<file path="config.mk">
export PLATFORM = sky130hd
export DESIGN_NAME = nand_cmd_fsm
export DESIGN_NICKNAME = d
export VERILOG_FILES = /design/src/rtl/nand_array_pkg.sv /design/src/rtl/nand_cmd_fsm.sv
export SDC_FILE = /design/constraint.sdc
export NUM_CORES = 1
export LEC_CHECK = 0
export CORE_ASPECT_RATIO = 0.75
export CORE_MARGIN = 5
export CORE_UTILIZATION = 27
export DETAILED_ROUTE_END_ITERATION = 12
export RECOVER_POWER = 50
export SLEW_MARGIN = 20
export SYNTH_ARGS = -nofsm -noshare
export SYNTH_HDL_FRONTEND = slang
export SYNTH_SLANG_ARGS = --single-unit
export TNS_END_PERCENT = 50
</file>
<file path="constraint.sdc">
create_clock -name clk -period 1.3 [get_ports clk]
set_input_delay 0.195 -clock clk [delete_from_list [all_inputs] [get_ports clk]]
set_output_delay 0.195 -clock clk [all_outputs]
set_load 0.01 [all_outputs]
</file>
<file path="src/rtl/nand_array_pkg.sv">
package nand_array_pkg;

    typedef enum logic [1:0] {
        OP_READ  = 2'd0,
        OP_PROG  = 2'd1,
        OP_ERASE = 2'd2,
        OP_RSVD  = 2'd3
    } nand_op_e;

    typedef enum logic [1:0] {
        ST_OK     = 2'd0,
        ST_REPROG = 2'd1,
        ST_RANGE  = 2'd2,
        ST_BADOP  = 2'd3
    } nand_status_e;

    typedef enum logic [1:0] {
        S_IDLE   = 2'd0,
        S_BUSY   = 2'd1,
        S_REPORT = 2'd2
    } nand_state_e;

endpackage

</file>
<file path="src/rtl/nand_cmd_fsm.sv">
module nand_cmd_fsm
    import nand_array_pkg::*;
#(
    parameter int NUM_BLOCKS      = 8,
    parameter int PAGES_PER_BLOCK = 8,
    parameter int DATA_W          = 16,
    parameter int BLK_AW          = 4,
    parameter int PAGE_AW         = 4,
    parameter int READ_CYC        = 2,
    parameter int PROG_CYC        = 5,
    parameter int ERASE_CYC       = 12
) (
    input  logic               clk,
    input  logic               rst_n,
    input  logic               cmd_valid,
    input  logic [1:0]         cmd_op,
    input  logic [BLK_AW-1:0]  cmd_blk,
    input  logic [PAGE_AW-1:0] cmd_page,
    input  logic [DATA_W-1:0]  cmd_wdata,
    input  logic               page_written,
    output logic               cmd_ready,
    output logic               report,
    output logic               commit,
    output logic [1:0]         op_q,
    output logic [1:0]         status_q,
    output logic [BLK_AW-1:0]  blk_q,
    output logic [PAGE_AW-1:0] page_q,
    output logic [DATA_W-1:0]  wdata_q
);

    localparam int MAX_RP  = (READ_CYC > PROG_CYC) ? READ_CYC : PROG_CYC;
    localparam int MAX_CYC = (MAX_RP > ERASE_CYC) ? MAX_RP : ERASE_CYC;
    localparam int TMR_W   = $clog2(MAX_CYC) + 1;

    nand_state_e  state_q, state_d;
    nand_status_e verdict;
    logic [TMR_W-1:0] tmr_q;
    logic accept;

    function automatic logic [TMR_W-1:0] load_for(input logic [1:0] op);
        case (op)
            OP_READ:  return TMR_W'(READ_CYC - 1);
            OP_PROG:  return TMR_W'(PROG_CYC - 1);
            default:  return TMR_W'(ERASE_CYC - 1);
        endcase
    endfunction

    // Admission checks, in priority order
    always_comb begin
        verdict = ST_OK;
        if (cmd_op == OP_RSVD)
            verdict = ST_BADOP;
        else if (32'(cmd_blk) >= NUM_BLOCKS)
            verdict = ST_RANGE;
        else if (cmd_op != OP_ERASE && 32'(cmd_page) >= PAGES_PER_BLOCK)
            verdict = ST_RANGE;
        else if (cmd_op == OP_PROG && page_written)
            verdict = ST_REPROG;
    end

    assign accept = (state_q == S_IDLE) && cmd_valid;

    // State register
    always_ff @(posedge clk or negedge rst_n) begin
        if (!rst_n) state_q <= S_IDLE;
        else        state_q <= state_d;
    end

    // Next-state logic
    always_comb begin
        state_d = state_q;
        unique case (state_q)
            S_IDLE:   if (cmd_valid) state_d = (verdict == ST_OK) ? S_BUSY : S_REPORT;
            S_BUSY:   if (tmr_q == '0) state_d = S_REPORT;
            S_REPORT: state_d = S_IDLE;
            default:  state_d = S_IDLE;
        endcase
    end

    // Outputs
    always_comb begin
        cmd_ready = (state_q == S_IDLE);
        report    = (state_q == S_REPORT);
        commit    = (state_q == S_BUSY) && (tmr_q == '0);
    end

    // Command latch and busy timer
    always_ff @(posedge clk or negedge rst_n) begin
        if (!rst_n) begin
            op_q     <= '0;
            status_q <= '0;
            blk_q    <= '0;
            page_q   <= '0;
            wdata_q  <= '0;
            tmr_q    <= '0;
        end else if (accept) begin
            op_q     <= cmd_op;
            status_q <= verdict;
            blk_q    <= cmd_blk;
            page_q   <= cmd_page;
            wdata_q  <= cmd_wdata;
            tmr_q    <= load_for(cmd_op);
        end else if (state_q == S_BUSY && tmr_q != '0) begin
            tmr_q <= tmr_q - 1'b1;
        end
    end

endmodule

</file>
# [Yosys cells after proc, flatten, opt, wreduce, memory -nomap -nowiden]
# Index checks and enable logic that the tools add are counted.
[word_totals] reg_bits=35 inputBits=30 output_inout_bits=31 elab_cells=40
[op_classes] add_sub_neg=1 n_lt_le_gt_ge=2 n_eq_ne=7 mux=11 reduce_logical=12
[op_table] operator="2-to-1 mux 2 bit" n=6
[op_table] operator="2-to-1 mux 5 bit" n=2
[op_table] operator="greater-or-equal comparator 4 bit, second input constant" n=2
[op_table] operator="case mux 4 bit (2 select lines)" n=1
[op_table] operator="logical NOT 2 bit" n=3
[op_table] operator="!= test 2 bit, second input constant" n=3
[op_table] operator="logical AND 1 bit" n=5
[op_table] operator="logical NOT 5 bit" n=1
[op_table] operator="nonzero test 5 bit" n=1
[op_table] operator="subtractor 5 x 1 -> 5 bit, second input constant" n=1
[op_table] operator="== test 2 x 1 -> 1 bit, second input constant" n=2
[op_table] operator="== test 2 bit, second input constant" n=2
[op_table] operator="case mux 2 bit (2 select lines)" n=1
[op_table] operator="AND reduction 2 bit" n=1
[op_table] operator="nonzero test 2 bit" n=1
[op_table] operator="2-to-1 mux 1 bit" n=1

# [Depth between registers and ports, before layout]
# Gate-level depths: netlist of run 1.
[depth] depth_word=10 ltp_mapped=6 depth_no_buf=5

# [Worst setup path after synthesis of run 1]
# OpenSTA, ideal clock, no wires.
[synth_timing] kind="flip-flop to output port" startpoint="register tmr_q[0]" endpoint="output commit" arrival_ns=1.260 t_required_ns=1.105 setup_slack_ns=-0.155 stages_incl_launch_ff=5 cell_sequence="dfrtp_1 > inv_1 > ha_1 > or4b_4 > nor2_1"
[synth_via] elab_chain_cells=2
[synth_lines] element="start, declared" line="nand_cmd_fsm.sv:37" source="logic [TMR_W-1:0] tmr_q;"
[synth_lines] element="start signal, assigned" line="nand_cmd_fsm.sv:102" source="tmr_q <= load_for(cmd_op);"
[synth_lines] element="start signal, assigned" line="nand_cmd_fsm.sv:104" source="tmr_q <= tmr_q - 1'b1;"
[synth_lines] element="logical NOT 5 bit" line="nand_cmd_fsm.sv:84" source="commit = (state_q == S_BUSY) && (tmr_q == '0);"
[synth_lines] element="logical AND 1 bit" line="nand_cmd_fsm.sv:84"
[synth_lines] element="end, declared" line="nand_cmd_fsm.sv:23" source="output logic commit,"
# Every way passes these cells.

# [Worst setup path in the final report of run 1]
[layout_timing] startpoint="register tmr_q[1]" endpoint="output commit"
# Same word-level chain as after synthesis.

==> results.toml, run 1 <==
[run_status]
status = "finished with violations"
failed_checks = "negative setup slack"

[critical_path]
endpoint_kind = "primary output"
worstPathMaxFanout = 2
startpoint_type = "flip-flop"
worstPathRequired_ns = 1.11
rrSetupSlack_ns = -0.38
worst-r2r-cell-count = 7
reg2reg_from = "tmr_q[1]$_DFFE_PN0P_"
arrival_ns = 1.56
worstReg2RegEnd = "tmr_q[0]$_DFFE_PN0P_"
worst-setup-path-type = "reg2out"

[route]
firstDrtPassIters = 4
drt_iter0_markers = 39
vias = 1535
ant_nets = 0
wl_per_cell_um = 13.19
vias_per_cell = 4.373
drc_errors = 0
wirelength_um = 4628

[power_and_ir_drop]
power.internal_uw = 3941
clkPwrFrac_pct = 12.8
p_sw_uw = 2272
power_density_nw_per_um2 = 2118
ir_drop_mv = 1.057
p_seq_share_pct = 31.2
p_sw_share_pct = 36.57
pwr-share-comb_pct = 56.0
p_leak_uw = 0.001448

[yosys]
synth-seq-area-share_pct = 55.91
synth_area_um2 = 1567
ys_types = 31
synthCells = 166
synth_fp_nets = 198
ys_warn_count = 0
synth-seq-cells = 35
syn-mean-instance-area_um2 = 9.437
synth.area.top_cells = "dfrtp_1 56%, nand2_1 19%, buf_6 2.2%, a2111oi_4 1.8%, ha_1 1.6%"
synth_top_cell_by_area = "dfrtp_1"
synth_top_area_share_pct = 55.91

[global_routing]
overflow = 0
track_usage_pct = 11.67
grt_pass1_vias = 1494
grt_pass1_wl_um = 7010
grt_max_degree = 36
antenna_found_initial = 0

[die]
die_h_um = 75.97
core_area_um2 = 5736
ioPinCount = 61
dieArea_um2 = 7441
fp.dieW_um = 97.96
start_util_pct = 27.31
rows = 24

[clock_tree]
clk_path_buf_depth = 2
cts_root_buf = "clkbuf_8"
cts_tree = "yes"
clk_latency_ns = 0.28
htreeDepth = 2
cts_buffers = 5
clock_sinks = 35
clk_pin_slew_ns = 0.07

[cells_and_area]
final_cell_mix = "59 x nand2_1, 35 x dfrtp_1, 28 x clkdlybuf4s50_1, 28 x dlygate4sd2_1, 28 x buf_4"
final_layout_size_suffix_gt1_share_pct = 36.26
areaGrowthSynthToFinish_pct = 87.30
diodes = 0
finish.net_count = 305
fin_area_um2 = 2934
fin_cells = 351
fill_cells = 526
final_common_cell = "nand2_1"

[sta]
rsz0062_at_grt = "yes"
setup_viol = 36
worst_pin_slew_ns = 0.4929
period_needed_ns = 1.754
tns_ns = -6.836
setup_slack_ns = -0.4542
skew_ns = 0.005079
finalCritPeriodShare_pct = 134.9
hold_viol_final = 0
relSlewSlack_pct = 67.14
timing.fmax_ghz = 0.5701
slew_viol_final = 0

[worst_hold_path]
min_to = "wdata_q[7]$_DFFE_PN0P_"
min_path_type = "in2reg"
hp-start = "cmd_wdata[7]"
hold_depth = 3

[place]
gp_congestion = 0.7477
dpl.hpwl_um = 2963
port_buffers = 60
place_inst = 328
place_area_um2 = 2494

[run]
max-cap-violations = 0
## synthesized netlist by cell type
library cell  number
a21oi_1            3
o311ai_1           1
o41ai_1            1
buf_4              1
nand2b_1           2
o31a_1             1
o211ai_1           2
nor3b_1            1
o311ai_0           2
nor2_1             5
nand3b_1           2
o21a_1             1
or4_1              1
o311ai_2           1
or3_1              1
nand3_1            3
dfrtp_1           35
inv_1              3
o41ai_2            1
or3b_1             1
nor3_1             1
clkbuf_1           1
or4b_4             1
nand2_1           81
buf_6              3
ha_1               2
nor2b_1            3
a2111oi_4          1
buf_2              3
o21ai_1            1
nor4b_2            1
## cells by family (layout without fill, tap and decap cells)
family | Yosys count | after routing | synth area share, %
adder cells (fa/ha/maj) | 2 | 2 | 1.597
AND/OR/NAND/NOR | 103 | 103 | 28.59
flip-flops | 35 | 35 | 55.91
buffers and inverters | 11 | 118 | 4.552
AO/OA/AOI/OAI | 15 | 15 | 9.346
## registers in the layout, summed over array words and instances, names as in the netlist
name	count
tmr_q	5
state_q	2
status_q	2
op_q	2
page_q	4
blk_q	4
wdata_q	16
## routing by layer
metal	global-route usage (%)	vias to the layer above	routed length (um)
met3	5.229	5	380
met2	17.26	43	2028
met5	0	-	0
met4	4.149	0	40
met1	15.06	726	2179
li1	-	761	-
## timing repair
item / in CTS / in global routing
endpoints found under the setup margin: 66 / 38
gates cloned: 0 / 6
endpoints found under the hold margin: 35 / 0
hold buffers: 1 / 0
resized for setup: 53 / 41
buffers inserted: 6 / 5
pin swaps: 9 / 21
## worst max-delay path, cell delays in order, from the launching register on
cell and delay [ns]:
dfrtp_1 0.39, inv_2 0.09, ha_4 0.13, or4b_4 0.47, nor2_4 0.09, buf_6 0.10
## through the flow
stage | hold slack (ns) | setup slack (ns) | total power (uW) | util [%]
global placement | 0.1705 | -0.5518 | 4841 | 43.48
floorplan | -0.1006 | -0.09837 | 3203 | -
finish | 0.4334 | -0.4542 | 6213 | 51.16
detailed placement | 0.1737 | -0.5711 | 4858 | 43.48
global route | 0.4398 | -0.5114 | 6652 | 51.16
CTS | 0.3980 | -0.4608 | 5538 | 45.86
## layout make-up
type	instances	area, um^2	area share, %
Timing Repair Buffer	108	1081	36.84
Sequential cell	35	875.8	29.85
Clock inverter	1	5.005	0.1706
Tap cell	78	97.59	3.326
Inverter	3	11.26	0.3838
Clock buffer	6	82.58	2.815
Multi-Input combinational cell	120	780.7	26.61
## power by group through the flow
stage	logic, uW	registers [uW]	clock network [uW]
2_1_floorplan	1050	2160	0
3_3_place_gp	2920	1920	0
3_5_place_dp	2930	1930	0
4_1_cts	2820	1880	829
5_1_grt	3780	2010	866
6_report	3480	1940	794
## worst max-delay path by stage
stage | from | endpoint | slack, ns | cells past startpoint
2_1_floorplan | tmr_q[0]$_DFFE_PN0P_ | tmr_q[0]$_DFFE_PN0P_ | -0.1 | 5
5_1_grt | tmr_q[1]$_DFFE_PN0P_ | commit | -0.51 | 5
6_report | tmr_q[1]$_DFFE_PN0P_ | commit | -0.45 | 5
3_5_place_dp | tmr_q[1]$_DFFE_PN0P_ | commit | -0.57 | 5
4_1_cts | tmr_q[1]$_DFFE_PN0P_ | commit | -0.46 | 5
3_3_place_gp | tmr_q[1]$_DFFE_PN0P_ | commit | -0.55 | 5
Note: power is estimated with default switching activity, not from simulation.
==> inputs of run 2 (changes only) <==
--- a/config.mk
+++ b/config.mk
@@ -5,6 +5,7 @@
 export SDC_FILE = /design/constraint.sdc
 export NUM_CORES = 1
 export LEC_CHECK = 0
+export CAP_MARGIN = 20
 export CORE_ASPECT_RATIO = 0.75
 export CORE_MARGIN = 5
 export CORE_UTILIZATION = 27
==> results of run 2 <==
Final layout, timing and power as in run 1 (identical DEF).
==> inputs of run 3 (changes only) <==
--- a/config.mk
+++ b/config.mk
@@ -5,11 +5,15 @@
 export SDC_FILE = /design/constraint.sdc
 export NUM_CORES = 1
 export LEC_CHECK = 0
+export ABC_CLOCK_PERIOD_IN_PS = 1300
 export CAP_MARGIN = 20
+export CELL_PAD_IN_SITES_DETAIL_PLACEMENT = 0
+export CELL_PAD_IN_SITES_GLOBAL_PLACEMENT = 1
 export CORE_ASPECT_RATIO = 0.75
 export CORE_MARGIN = 5
 export CORE_UTILIZATION = 27
 export DETAILED_ROUTE_END_ITERATION = 12
+export PLACE_DENSITY_LB_ADDON = 0.1
 export RECOVER_POWER = 50
 export SLEW_MARGIN = 20
 export SYNTH_ARGS = -nofsm -noshare
==> run 3 against run 2 <==
  * The run still ends with negative setup slack left
  * Combinational power barely moved
  * Die area unchanged
  * Final area down 1.2%
  * Total power down 1.3%
  * Clock power fell by 5.8%
  * Via count is 0.39% higher
  * Routed wire length grew 7.2%
  * Critical path type unchanged
  * First-iteration DRC count decreased by 7.7%
  * Sequential cell count stayed put
  * Clock skew down 0.00067 ns
  * Largest power group unchanged
==> results.toml, run 3 (synthesis results as in run 1) <==
[run_status]
status = "finished with violations"
failed_checks = "negative setup slack"

[critical_path]
worstPathRequired_ns = 1.11
crit_buf_inv = 2
crit_chain = "inv_2, ha_4, or4b_4, nor2_4, buf_6"
cp_top_family = "simple AND/OR/NAND/NOR gates"
startpoint_type = "flip-flop"
worstPathMaxFanout = 2
arrival_ns = 1.57
reg2reg_from = "tmr_q[1]$_DFFE_PN0P_"
endpoint_kind = "primary output"
worst-setup-path-type = "reg2out"
crit_path_top_delay_cell = "or4b_4"
max_stage_delay_ns = 0.48
setup.worst_path.start = "tmr_q[1]$_DFFE_PN0P_"

[route]
drc_errors = 0
vias = 1541
ant_nets = 0
drt_iter0_markers = 36
firstDrtPassIters = 4
vias_per_cell = 4.390
wirelength_um = 4963
wl_per_cell_um = 14.14

[sta]
skew_ns = 0.004407
timing.fmax_ghz = 0.5659
setup_viol = 38
slew_viol_final = 0
finalCritPeriodShare_pct = 135.9
rsz0062_at_grt = "yes"
hold_viol_final = 0
tns_ns = -6.342
setup_slack_ns = -0.4672
hold_ws_ns = 0.4410
relSlewSlack_pct = 67.00
period_needed_ns = 1.767
worst_pin_slew_ns = 0.4950

[global_routing]
antenna_found_initial = 0
track_usage_pct = 12.47
overflow = 0
grt_pass1_vias = 1570
grt_max_degree = 36
grt_pass1_wl_um = 7493

[clock_tree]
clock_sinks = 35
clk_latency_ns = 0.28
clk_path_buf_depth = 2
clk_pin_slew_ns = 0.07
cts_root_buf = "clkbuf_8"
htreeDepth = 2
cts_tree = "yes"
cts_buffers = 5

[place]
port_buffers = 60
dpl.hpwl_um = 3313
gp_congestion = 0.7703

[die]
dieArea_um2 = 7441
die_h_um = 75.97
ioPinCount = 61
start_util_pct = 27.31
core_area_um2 = 5736
rows = 24
fp.dieW_um = 97.96

[cells_and_area]
diodes = 0
largestRegisters = "wdata_q x16, tmr_q x5"
final_common_cell = "nand2_1"
areaGrowthSynthToFinish_pct = 85.14
fill_cells = 538
final_cell_mix = "60 x nand2_1, 35 x dfrtp_1, 28 x clkdlybuf4s50_1, 28 x dlygate4sd2_1, 25 x buf_4"
finish.net_count = 304
largest_register_ffs = 16
regMostFlops = "wdata_q"
final_layout_size_suffix_gt1_share_pct = 35.90

[worst_hold_path]
hp-start = "cmd_wdata[14]"
min_path_type = "in2reg"

[power_and_ir_drop]
p_leak_uw = 0.001426
power_density_nw_per_um2 = 2115
ir_drop_mv = 0.8446

[run]
max-cap-violations = 0
## run 3: cell count changes in the layout (fill, tap and decap cells not counted), moves of 2 or more
cell | previous run | this run
buf_6 | 10 | 14
buf_8 | 3 | 1
nand2_2 | 16 | 18
nand2_4 | 6 | 3
clkbuf_1 | 0 | 2
buf_4 | 28 | 25
## run 3: where the power goes
| part | internal [uW] | switching, uW |
|---|---|---|
| clock network | 376 | 373 |
| registers | 1620 | 314 |
| logic | 1860 | 1600 |
## run 3: through the flow
stage	power, uW	utilization (%)	worst slack (ns)	cell area [um^2]	instances
after floorplan	3203	-	-0.09837	1603	166
after global placement	4824	43.22	-0.5502	2479	326
after detailed placement	4899	43.22	-0.5806	2479	326
after CTS	5571	45.86	-0.4819	2630	341
after global routing	6589	50.57	-0.5593	2900	351
final	6134	50.57	-0.4672	2900	351
## run 3: repair_timing
| action | CTS | global route |
|---|---|---|
| pin swaps | 10 | 21 |
| gates resized for setup | 55 | 37 |
| setup buffers | 6 | 7 |
| hold buffers | 1 | 0 |
| endpoints found under the setup margin | 66 | 38 |
| endpoints found under the hold margin | 35 | 0 |
| gates cloned | 0 | 4 |
## run 3: layout make-up
| cell class | count | area (um^2) | area share (%) |
|---|---|---|---|
| Inverter | 3 | 11.26 | 0.3883 |
| Multi-Input combinational cell | 120 | 780.7 | 26.92 |
| Tap cell | 78 | 97.59 | 3.365 |
| Sequential cell | 35 | 875.8 | 30.20 |
| Timing Repair Buffer | 107 | 1054 | 36.32 |
| Clock inverter | 1 | 5.005 | 0.1726 |
| Clock buffer | 7 | 76.32 | 2.632 |
## run 3: final timing paths
kind | endpoint | depth (start not counted) | slack [ns]
max | commit | 5 | -0.47
min | wdata_q[14]$_DFFE_PN0P_ | 3 | 0.44
max reg2reg | tmr_q[0]$_DFFE_PN0P_ | 8 | -0.46
min reg2reg | wdata_q[14]$_DFFE_PN0P_ | 2 | 0.47
max in group asynchronous | wdata_q[0]$_DFFE_PN0P_ | 3 | 0.44
min in group asynchronous | op_q[1]$_DFFE_PN0P_ | 3 | 0.52
## run 3: routing by layer
metal | share of wire [%] | GRT usage, % | vias to the layer above
met5 | 0 | 0 | -
met4 | 1.3 | 4.564 | 0
met3 | 6.3 | 4.312 | 8
li1 | - | - | 750
met1 | 44 | 15.65 | 740
met2 | 48 | 19.84 | 43
## run 3: worst reg2reg max path: cells and delay by family, from the launching register on
family	cells	cell delay [ns]
buf+inv	4	0.46
fa+ha+maj	1	0.13
flops	1	0.40
simple gates	1	0.48
compound gates	2	0.25
